$ cat config.mk
export PLATFORM = sky130hd
export DESIGN_NAME = ser_ctrl_regs
export DESIGN_NICKNAME = d
export VERILOG_FILES = /design/src/rtl/ser_regs_pkg.sv /design/src/rtl/ser_ring_regs.sv /design/src/rtl/ser_cmd_decode.sv /design/src/rtl/ser_irq_summary.sv /design/src/rtl/ser_ctrl_regs.sv
export SDC_FILE = /design/constraint.sdc
export NUM_CORES = 2
export LEC_CHECK = 0
export BUFFER_PORTS_ARGS = -buffer_cell sky130_fd_sc_hd__clkbuf_2
export CAP_MARGIN = 5
export CORE_AREA = 2 2 241 243
export DETAILED_ROUTE_END_ITERATION = 10
export DIE_AREA = 0 0 243 245
export MAX_ROUTING_LAYER = met4
export PLACE_DENSITY_LB_ADDON = 0.05
export SLEW_MARGIN = 0
export SYNTH_ARGS = -nofsm -noshare
export SYNTH_HDL_FRONTEND = slang
export SYNTH_SLANG_ARGS = --single-unit
$ cat constraint.sdc
create_clock -name clk -period 7.65 [get_ports clk]
set_input_delay 1.53 -clock clk [delete_from_list [all_inputs] [get_ports clk]]
set_output_delay 1.53 -clock clk [all_outputs]
set_load 0.03 [all_outputs]
$ cat src/rtl/ser_regs_pkg.sv
package ser_regs_pkg;

    localparam int DATA_W      = 32;
    localparam int ADDR_W      = 14;
    localparam int PAGE_LSB    = 8;
    localparam int PAGE_W      = ADDR_W - PAGE_LSB;
    localparam int OP_LSB      = 12;
    localparam int OP_W        = 8;

    localparam logic [ADDR_W-1:0] ADDR_IRQ  = 14'h0000;
    localparam logic [ADDR_W-1:0] ADDR_MASK = 14'h0014;
    localparam logic [ADDR_W-1:0] ADDR_OPT  = 14'h2C00;
    localparam logic [ADDR_W-1:0] ADDR_CMD  = 14'h2C24;
    localparam logic [ADDR_W-1:0] ADDR_RESP = 14'h2C2C;

    localparam logic [PAGE_LSB-1:0] OFF_TX_START = 8'h80;
    localparam logic [PAGE_LSB-1:0] OFF_TX_END   = 8'h84;
    localparam logic [PAGE_LSB-1:0] OFF_RX_START = 8'h88;
    localparam logic [PAGE_LSB-1:0] OFF_RX_END   = 8'h8C;

    localparam logic [DATA_W-1:0] RESP_WORD = 32'h0000_FFFF;

    localparam logic [OP_W-1:0] OP_ON      = 8'h00;
    localparam logic [OP_W-1:0] OP_OFF_M0  = 8'h10;
    localparam logic [OP_W-1:0] OP_OFF_M1A = 8'h30;
    localparam logic [OP_W-1:0] OP_OFF_M1B = 8'h50;

    typedef enum logic [1:0] {
        ACT_NONE,
        ACT_ON,
        ACT_OFF
    } cmd_act_e;

    typedef enum logic [2:0] {
        RF_NONE,
        RF_TX_START,
        RF_TX_END,
        RF_RX_START,
        RF_RX_END
    } ring_field_e;

    typedef struct packed {
        logic [DATA_W-1:0] tx_start;
        logic [DATA_W-1:0] tx_end;
        logic [DATA_W-1:0] rx_start;
        logic [DATA_W-1:0] rx_end;
    } ring_regs_t;

    // Map an opcode to an action under the selected opcode set.
    function automatic cmd_act_e decode_cmd(input logic mode,
                                            input logic [OP_W-1:0] op);
        cmd_act_e act;
        act = ACT_NONE;
        if (op == OP_ON) begin
            act = ACT_ON;
        end else if (!mode && op == OP_OFF_M0) begin
            act = ACT_OFF;
        end else if (mode && (op == OP_OFF_M1A || op == OP_OFF_M1B)) begin
            act = ACT_OFF;
        end
        return act;
    endfunction

    function automatic ring_field_e decode_field(input logic [PAGE_LSB-1:0] offs);
        ring_field_e f;
        case (offs)
            OFF_TX_START: f = RF_TX_START;
            OFF_TX_END:   f = RF_TX_END;
            OFF_RX_START: f = RF_RX_START;
            OFF_RX_END:   f = RF_RX_END;
            default:      f = RF_NONE;
        endcase
        return f;
    endfunction

endpackage

$ cat src/rtl/ser_ring_regs.sv
module ser_ring_regs
    import ser_regs_pkg::*;
(
    input  logic                clk,
    input  logic                rst,
    input  logic                sel,
    input  logic                wr,
    input  logic [PAGE_LSB-1:0] offs,
    input  logic [DATA_W-1:0]   wdata,
    output ring_regs_t          ring,
    output logic                tx_load,
    output logic                rx_load,
    output logic [DATA_W-1:0]   rd_val
);

    ring_field_e field;

    always_comb begin
        field = decode_field(offs);
    end

    always_comb begin
        rd_val = '0;
        if (sel) begin
            case (field)
                RF_TX_START: rd_val = ring.tx_start;
                RF_TX_END:   rd_val = ring.tx_end;
                RF_RX_START: rd_val = ring.rx_start;
                RF_RX_END:   rd_val = ring.rx_end;
                default:     rd_val = '0;
            endcase
        end
    end

    always_ff @(posedge clk) begin
        if (rst) begin
            ring    <= '0;
            tx_load <= 1'b0;
            rx_load <= 1'b0;
        end else begin
            tx_load <= 1'b0;
            rx_load <= 1'b0;
            if (sel && wr) begin
                case (field)
                    RF_TX_START: begin
                        ring.tx_start <= wdata;
                        tx_load       <= 1'b1;
                    end
                    RF_TX_END:   ring.tx_end <= wdata;
                    RF_RX_START: begin
                        ring.rx_start <= wdata;
                        rx_load       <= 1'b1;
                    end
                    RF_RX_END:   ring.rx_end <= wdata;
                    default: ;
                endcase
            end
        end
    end

    // a start write strobes a reload aligned with the new value
    a_r3_tx_load: assert property (@(posedge clk) disable iff (rst)
        (sel && wr && offs == OFF_TX_START) |=> (tx_load && ring.tx_start == $past(wdata)));

    a_r3_rx_load: assert property (@(posedge clk) disable iff (rst)
        (sel && wr && offs == OFF_RX_START) |=> (rx_load && ring.rx_start == $past(wdata)));

    a_r2_no_write_stable: assert property (@(posedge clk) disable iff (rst)
        !(sel && wr) |=> $stable(ring));

endmodule

$ cat src/rtl/ser_cmd_decode.sv
module ser_cmd_decode
    import ser_regs_pkg::*;
#(
    parameter int NUM_CH = 4,
    localparam int CH_W  = (NUM_CH > 1) ? $clog2(NUM_CH) : 1
) (
    input  logic              clk,
    input  logic              rst,
    input  logic              chip_mode,
    input  logic              cmd_we,
    input  logic [OP_W-1:0]   cmd_op,
    input  logic [CH_W-1:0]   cmd_ch,
    output logic [NUM_CH-1:0] ch_active
);

    cmd_act_e act;

    always_comb begin
        act = decode_cmd(chip_mode, cmd_op);
    end

    always_ff @(posedge clk) begin
        if (rst) begin
            ch_active <= '0;
        end else if (cmd_we && (int'(cmd_ch) < NUM_CH)) begin
            case (act)
                ACT_ON:  ch_active[cmd_ch] <= 1'b1;
                ACT_OFF: ch_active[cmd_ch] <= 1'b0;
                default: ;
            endcase
        end
    end

    // opcode 0x00 turns the addressed channel on in both modes
    a_r5_enable: assert property (@(posedge clk) disable iff (rst)
        (cmd_we && cmd_op == OP_ON && int'(cmd_ch) < NUM_CH) |=> ch_active[$past(cmd_ch)]);

    // unknown opcodes leave every channel untouched
    a_r6_ignore: assert property (@(posedge clk) disable iff (rst)
        (cmd_we && cmd_op != OP_ON && cmd_op != OP_OFF_M0 &&
         cmd_op != OP_OFF_M1A && cmd_op != OP_OFF_M1B) |=> $stable(ch_active));

    a_r6_mode1_off: assert property (@(posedge clk) disable iff (rst)
        (cmd_we && chip_mode && (cmd_op == OP_OFF_M1A || cmd_op == OP_OFF_M1B) &&
         int'(cmd_ch) < NUM_CH) |=> !ch_active[$past(cmd_ch)]);

endmodule

$ cat src/rtl/ser_irq_summary.sv
module ser_irq_summary
    import ser_regs_pkg::*;
#(
    parameter int NUM_CH  = 4,
    localparam int RX_LANE = NUM_CH
) (
    input  logic              clk,
    input  logic              rst,
    input  logic [NUM_CH-1:0] tx_evt,
    input  logic [NUM_CH-1:0] rx_evt,
    input  logic              clr,
    input  logic [NUM_CH-1:0] tx_en,
    input  logic [NUM_CH-1:0] rx_en,
    output logic [DATA_W-1:0] summary,
    output logic              irq
);

    logic [NUM_CH-1:0] pend_tx;
    logic [NUM_CH-1:0] pend_rx;

    // A clear drops old flags but keeps any event of the same cycle.
    always_ff @(posedge clk) begin
        if (rst) begin
            pend_tx <= '0;
            pend_rx <= '0;
        end else if (clr) begin
            pend_tx <= tx_evt;
            pend_rx <= rx_evt;
        end else begin
            pend_tx <= pend_tx | tx_evt;
            pend_rx <= pend_rx | rx_evt;
        end
    end

    always_comb begin
        summary = '0;
        summary[NUM_CH-1:0]              = pend_tx & tx_en;
        summary[RX_LANE +: NUM_CH]       = pend_rx & rx_en;
        irq = |summary;
    end

    // an event in the clear cycle survives
    a_r8_evt_survives: assert property (@(posedge clk) disable iff (rst)
        (tx_evt != '0 || rx_evt != '0) |=>
        (((pend_tx & $past(tx_evt)) == $past(tx_evt)) &&
         ((pend_rx & $past(rx_evt)) == $past(rx_evt))));

    // a clear with no events empties every flag
    a_r8_clear: assert property (@(posedge clk) disable iff (rst)
        (clr && tx_evt == '0 && rx_evt == '0) |=> (pend_tx == '0 && pend_rx == '0));

    // flags are sticky without a clear
    a_r7_sticky: assert property (@(posedge clk) disable iff (rst)
        !clr |=> (((pend_tx & $past(pend_tx)) == $past(pend_tx)) &&
                  ((pend_rx & $past(pend_rx)) == $past(pend_rx))));

endmodule

$ cat src/rtl/ser_ctrl_regs.sv
module ser_ctrl_regs
    import ser_regs_pkg::*;
#(
    parameter int NUM_CH   = 4,
    localparam int MASK_W  = 2 * NUM_CH,
    localparam int CH_W    = (NUM_CH > 1) ? $clog2(NUM_CH) : 1,
    localparam int BUS_W   = NUM_CH * DATA_W
) (
    input  logic              clk,
    input  logic              rst,
    input  logic              chip_mode,
    input  logic              bus_wr,
    input  logic              bus_rd,
    input  logic [ADDR_W-1:0] bus_addr,
    input  logic [DATA_W-1:0] bus_wdata,
    output logic [DATA_W-1:0] bus_rdata,
    input  logic [NUM_CH-1:0] tx_evt,
    input  logic [NUM_CH-1:0] rx_evt,
    output logic [NUM_CH-1:0] ch_active,
    output logic [NUM_CH-1:0] ch_tx_en,
    output logic [NUM_CH-1:0] ch_rx_en,
    output logic [BUS_W-1:0]  tx_ring_start,
    output logic [BUS_W-1:0]  tx_ring_end,
    output logic [BUS_W-1:0]  rx_ring_start,
    output logic [BUS_W-1:0]  rx_ring_end,
    output logic [NUM_CH-1:0] tx_ptr_load,
    output logic [NUM_CH-1:0] rx_ptr_load,
    output logic              irq
);

    logic [MASK_W-1:0] en_mask;
    logic [DATA_W-1:0] opt_reg;
    logic [DATA_W-1:0] summary;
    logic [DATA_W-1:0] ch_rd [NUM_CH];
    logic [DATA_W-1:0] ch_rd_any;
    logic [DATA_W-1:0] rd_mux;
    logic              clr_we;
    logic              cmd_we;
    ring_regs_t        ring [NUM_CH];

    assign clr_we = bus_wr && bus_addr == ADDR_IRQ;
    assign cmd_we = bus_wr && bus_addr == ADDR_CMD;

    // Per-channel ring windows
    for (genvar c = 0; c < NUM_CH; c++) begin : g_ch
        logic hit;
        assign hit = bus_addr[ADDR_W-1:PAGE_LSB] == PAGE_W'(c + 1);

        ser_ring_regs u_ring (
            .clk     (clk),
            .rst     (rst),
            .sel     (hit),
            .wr      (bus_wr),
            .offs    (bus_addr[PAGE_LSB-1:0]),
            .wdata   (bus_wdata),
            .ring    (ring[c]),
            .tx_load (tx_ptr_load[c]),
            .rx_load (rx_ptr_load[c]),
            .rd_val  (ch_rd[c])
        );

        assign tx_ring_start[c*DATA_W +: DATA_W] = ring[c].tx_start;
        assign tx_ring_end  [c*DATA_W +: DATA_W] = ring[c].tx_end;
        assign rx_ring_start[c*DATA_W +: DATA_W] = ring[c].rx_start;
        assign rx_ring_end  [c*DATA_W +: DATA_W] = ring[c].rx_end;
        assign ch_tx_en[c] = en_mask[2*c];
        assign ch_rx_en[c] = en_mask[2*c+1];
    end

    ser_cmd_decode #(.NUM_CH(NUM_CH)) u_cmd (
        .clk       (clk),
        .rst       (rst),
        .chip_mode (chip_mode),
        .cmd_we    (cmd_we),
        .cmd_op    (bus_wdata[OP_LSB +: OP_W]),
        .cmd_ch    (bus_wdata[CH_W-1:0]),
        .ch_active (ch_active)
    );

    ser_irq_summary #(.NUM_CH(NUM_CH)) u_irq (
        .clk     (clk),
        .rst     (rst),
        .tx_evt  (tx_evt),
        .rx_evt  (rx_evt),
        .clr     (clr_we),
        .tx_en   (ch_tx_en),
        .rx_en   (ch_rx_en),
        .summary (summary),
        .irq     (irq)
    );

    always_ff @(posedge clk) begin
        if (rst) begin
            en_mask <= '0;
            opt_reg <= '0;
        end else if (bus_wr) begin
            if (bus_addr == ADDR_MASK) en_mask <= bus_wdata[MASK_W-1:0];
            if (bus_addr == ADDR_OPT)  opt_reg <= bus_wdata;
        end
    end

    always_comb begin
        ch_rd_any = '0;
        for (int c = 0; c < NUM_CH; c++) begin
            ch_rd_any = ch_rd_any | ch_rd[c];
        end
    end

    always_comb begin
        case (bus_addr)
            ADDR_IRQ:  rd_mux = summary;
            ADDR_MASK: rd_mux = DATA_W'(en_mask);
            ADDR_OPT:  rd_mux = opt_reg;
            ADDR_RESP: rd_mux = RESP_WORD;
            default:   rd_mux = ch_rd_any;
        endcase
    end

    always_ff @(posedge clk) begin
        if (rst) begin
            bus_rdata <= '0;
        end else if (bus_rd) begin
            bus_rdata <= rd_mux;
        end
    end

    // the response register always answers with the fixed word
    a_r10_resp: assert property (@(posedge clk) disable iff (rst)
        (bus_rd && bus_addr == ADDR_RESP) |=> bus_rdata == RESP_WORD);

    // read data holds between reads
    a_r10_hold: assert property (@(posedge clk) disable iff (rst)
        !bus_rd |=> $stable(bus_rdata));

    // interrupt needs at least one enabled lane
    a_r9_irq_enabled: assert property (@(posedge clk) disable iff (rst)
        irq |-> (ch_tx_en != '0 || ch_rx_en != '0));

endmodule

==> impl_metrics.py <==
metrics = {
    "clocking": {
        "clk_pin_slew_ns": 0.06,
        "cts_buffer_depth": 3,
        "postCtsHoldBufs": 0,
        "postCtsSetupBuffers": 0,
        "cts_tree": "built",
        "clock_latency_ns": 0.60,
        "numClockSinks": 604,
        "cts_resized": 0,
        "root_buffer": "clkbuf_16",
        "htreeDepth": 3,
        "numCtsBuffers": 67,
    },
    "synth": {
        "synth_adder_area_share_pct": 0,
        "synthSimpleGateAreaFrac_pct": 19.33,
        "synth-xor-area-share_pct": 0.03386,
        "syn_inst": 3290,
        "ys_ff_latch": 604,
        "mappedNetlistArea_um2": 25860,
        "synthMuxAreaShare_pct": 10.07,
        "synth_warnings": 0,
        "synth_compound_area_share_pct": 18.44,
        "synth_top_family_by_area": "simple AND/OR/NAND/NOR gates",
        "syn_nets": 3349,
        "synth.avg_cell_area_um2": 7.862,
        "yosysSeqAreaShare_pct": 46.75,
        "synth.distinct_cells": 54,
    },
    "detailed_routing": {
        "wl_per_cell_um": 26.03,
        "dr_total_vias": 26700,
        "drc": 0,
        "post_drt_via_cell_ratio": 5.913,
        "drt_iter0_markers": 3369,
        "ant_nets": 0,
        "wirelength_mm": 117.5,
        "firstDrtPassIters": 8,
    },
    "global_routing": {
        "use_met1_pct": 53.30,
        "grt_max_degree": 201,
        "grt_util_met3_pct": 11.33,
        "met2_usage_pct": 54.42,
        "grt_remaining_overflow": 0,
        "antenna_found_initial": 7,
        "grt_pass1_vias": 23890,
        "grt_pass1_wl_mm": 168.4,
        "grt.busiest_layer": "met2",
        "grt.total_usage_pct": 38.71,
    },
    "timing": {
        "skew_ns": 0.02520,
        "rsz0062_at_grt": "false",
        "fmax_ghz": 0.2170,
        "relSlewSlack_pct": 15.62,
        "finalSetupViolations": 0,
        "fin_setup_tns_ns": 0,
        "slew_viol_final": 0,
        "post-route-min-period_ns": 4.609,
        "max_slew.worst_pin.slew_ns": 1.263,
        "hold_violations": 0,
        "finalCritPeriodShare_pct": 60.25,
        "worst_hold_slack_ns": 0.4545,
    },
    "die": {
        "rows": 88,
        "initial_core_util_pct": 45.35,
        "core_area_um2": 57030,
        "die_y_um": 245,
        "fp.dieArea_um2": 59540,
        "die_w_um": 243,
        "io_pins": 624,
    },
    "placed_design": {
        "post-dp-hpwl_mm": 82.09,
        "placed_area_um2": 29040,
        "gp_congestion": 0.9877,
        "place_inst": 4396,
        "io_buffers": 623,
    },
    "setup_path": {
        "cp_slowest_stage_delay_ns": 0.97,
        "path_common_cell": "buf_4",
        "cp_max_fo": 58,
        "critical_path_buf_inv_count": 3,
        "cp_slowest_cell": "buf_4",
        "worst_ep_required_time_ns": 8.15,
        "path_class": "in -> reg",
        "crit_family": "buffers and inverters",
        "path_cells": "buf_8 -> buf_4 -> buf_4 -> mux2i_1 -> o22ai_1 -> a22o_1 -> nor2_1 -> a211oi_1",
        "critPathCaptureType": "flip-flop",
        "cp-start-kind": "primary input",
        "worstPathArrival_ns": 5.10,
    },
    "cells_and_area": {
        "fin_nets": 3761,
        "fillCellCount": 5429,
        "syn2layout_area_growth_pct": 20.54,
        "fin_util_pct": 54.67,
        "multiInputGateArea_um2": 12460,
        "largest_register_ffs": 512,
        "final-seq-area_um2": 12090,
        "final_cell_area_um2": 31180,
        "drive_gt1_share_pct": 21.71,
        "final_cells": 4516,
    },
    "pwr": {
        "clkPwrFrac_pct": 47.2,
        "power.leakage_nw": 11.94,
        "vdd_drop_max_mv": 0.1627,
        "intPower_w": 0.005023,
        "pwr-share-seq_pct": 47.9,
        "power_frac_comb_pct": 4.9,
        "powerDensity_nw_per_um2": 211.9,
        "p_switching_w": 0.001584,
        "p_sw_share_pct": 23.98,
    },
    "outcome": {
        "status": "complete, no violations",
    },
    "min_path": {
        "hold_path.class": "reg -> reg",
    },
    "flow_run": {
        "cap_violations": 0,
    },
}
-- per-stage QoR --
stage | total power, W | setup WS (ns)
floorplan | 0.003436 | 4.188
global placement | 0.003546 | 2.603
detailed placement | 0.003549 | 2.577
CTS | 0.006615 | 3.203
global route | 0.006765 | 3.065
finish | 0.006607 | 3.041
-- cell usage after synthesis (all sizes together) --
library cell,count,share of area (%)
mux2,1,0.044
o21bai,17,0.49
a22oi,27,0.78
dfxtp,604,47
a31o,1,0.034
nor4,10,0.35
xor2,1,0.034
or2,1,0.024
buf,105,2.1
nor3b,1,0.029
a222oi,18,0.70
a21oi,567,11
a311oi,9,0.30
nand4,3,0.073
and2,1,0.024
or4,5,0.16
nand2,1133,16
inv,2,0.029
or4bb,3,0.13
a22o,20,0.68
nor2,65,0.99
nor4b,1,0.058
or4b,4,0.15
clkbuf,225,3.3
a21boi,1,0.029
a21o,1,0.029
nand3b,1,0.029
nand2b,2,0.048
or3b,2,0.068
nor3,10,0.23
a31oi,17,0.41
a211oi,14,0.41
nor2b,2,0.048
nand4b,1,0.034
o22ai,127,3.1
mux2i,259,10
a32o,1,0.039
nand3,10,0.19
a221oi,2,0.068
o41ai,1,0.11
or3,9,0.24
a32oi,6,0.20
-- routing by layer --
layer | wire (um) | share of wire (%)
met1 | 49670 | 42
met2 | 49910 | 42
met3 | 14370 | 12
met4 | 3595 | 3.1
met5 | 0 | 0
-- power groups by stage --
stage                     sequential, W  combinational, W  clock, W
final                           0.00317          0.000323   0.00312
after global routing            0.00317          0.000331   0.00327
after CTS                       0.00317          0.000313   0.00314
after detailed placement        0.00324          0.000312         0
after global placement          0.00324          0.000310         0
after floorplan                 0.00325          0.000188         0
-- path summary, 6_finish.rpt --
kind,startpoint,end,slack (ns),cells after the start
setup / recovery,bus_addr[2],bus_rdata[11],3.04,8
hold / removal,opt_reg[13],opt_reg[13],0.45,2
setup reg to reg,g_ch[0].u_ring.ring[70],bus_rdata[6],5.84,5
hold reg to reg,opt_reg[13],opt_reg[13],0.45,2
-- worst min-delay path, stage by stage (launching register included) --
cell and delay (ns):
dfxtp_1 0.31, nand2_1 0.05, a21oi_1 0.05
-- cell families after synthesis --
logic type | after synthesis
xor gates and xnor gates | 1
DFF | 604
AOI/OAI and AO/OA | 829
muxes | 260
and+or+nand+nor | 1264
buffers and inverters | 332
-- cell type report --
class / count / area share [%]
clock inverter: 13 / 0.2608
timing repair buffer: 673 / 11.49
clock buffer: 98 / 6.373
antenna: 7 / 0.05618
tap: 765 / 3.070
inverter: 2 / 0.02408
sequential: 604 / 38.78
multi-input combinational: 2354 / 39.95
-- layout by cell type, fill, tap and decap left out, types with 18 or more instances in the layout --
cell,count
a222oi_1,18
o22ai_1,127
nand2_1,1130
buf_4,47
a21oi_1,559
a22o_1,20
a22oi_1,27
clkbuf_16,70
mux2i_1,259
nor2_1,48
dfxtp_1,604
clkbuf_2,620
No activity file was read; power rests on OpenSTA's default activity.
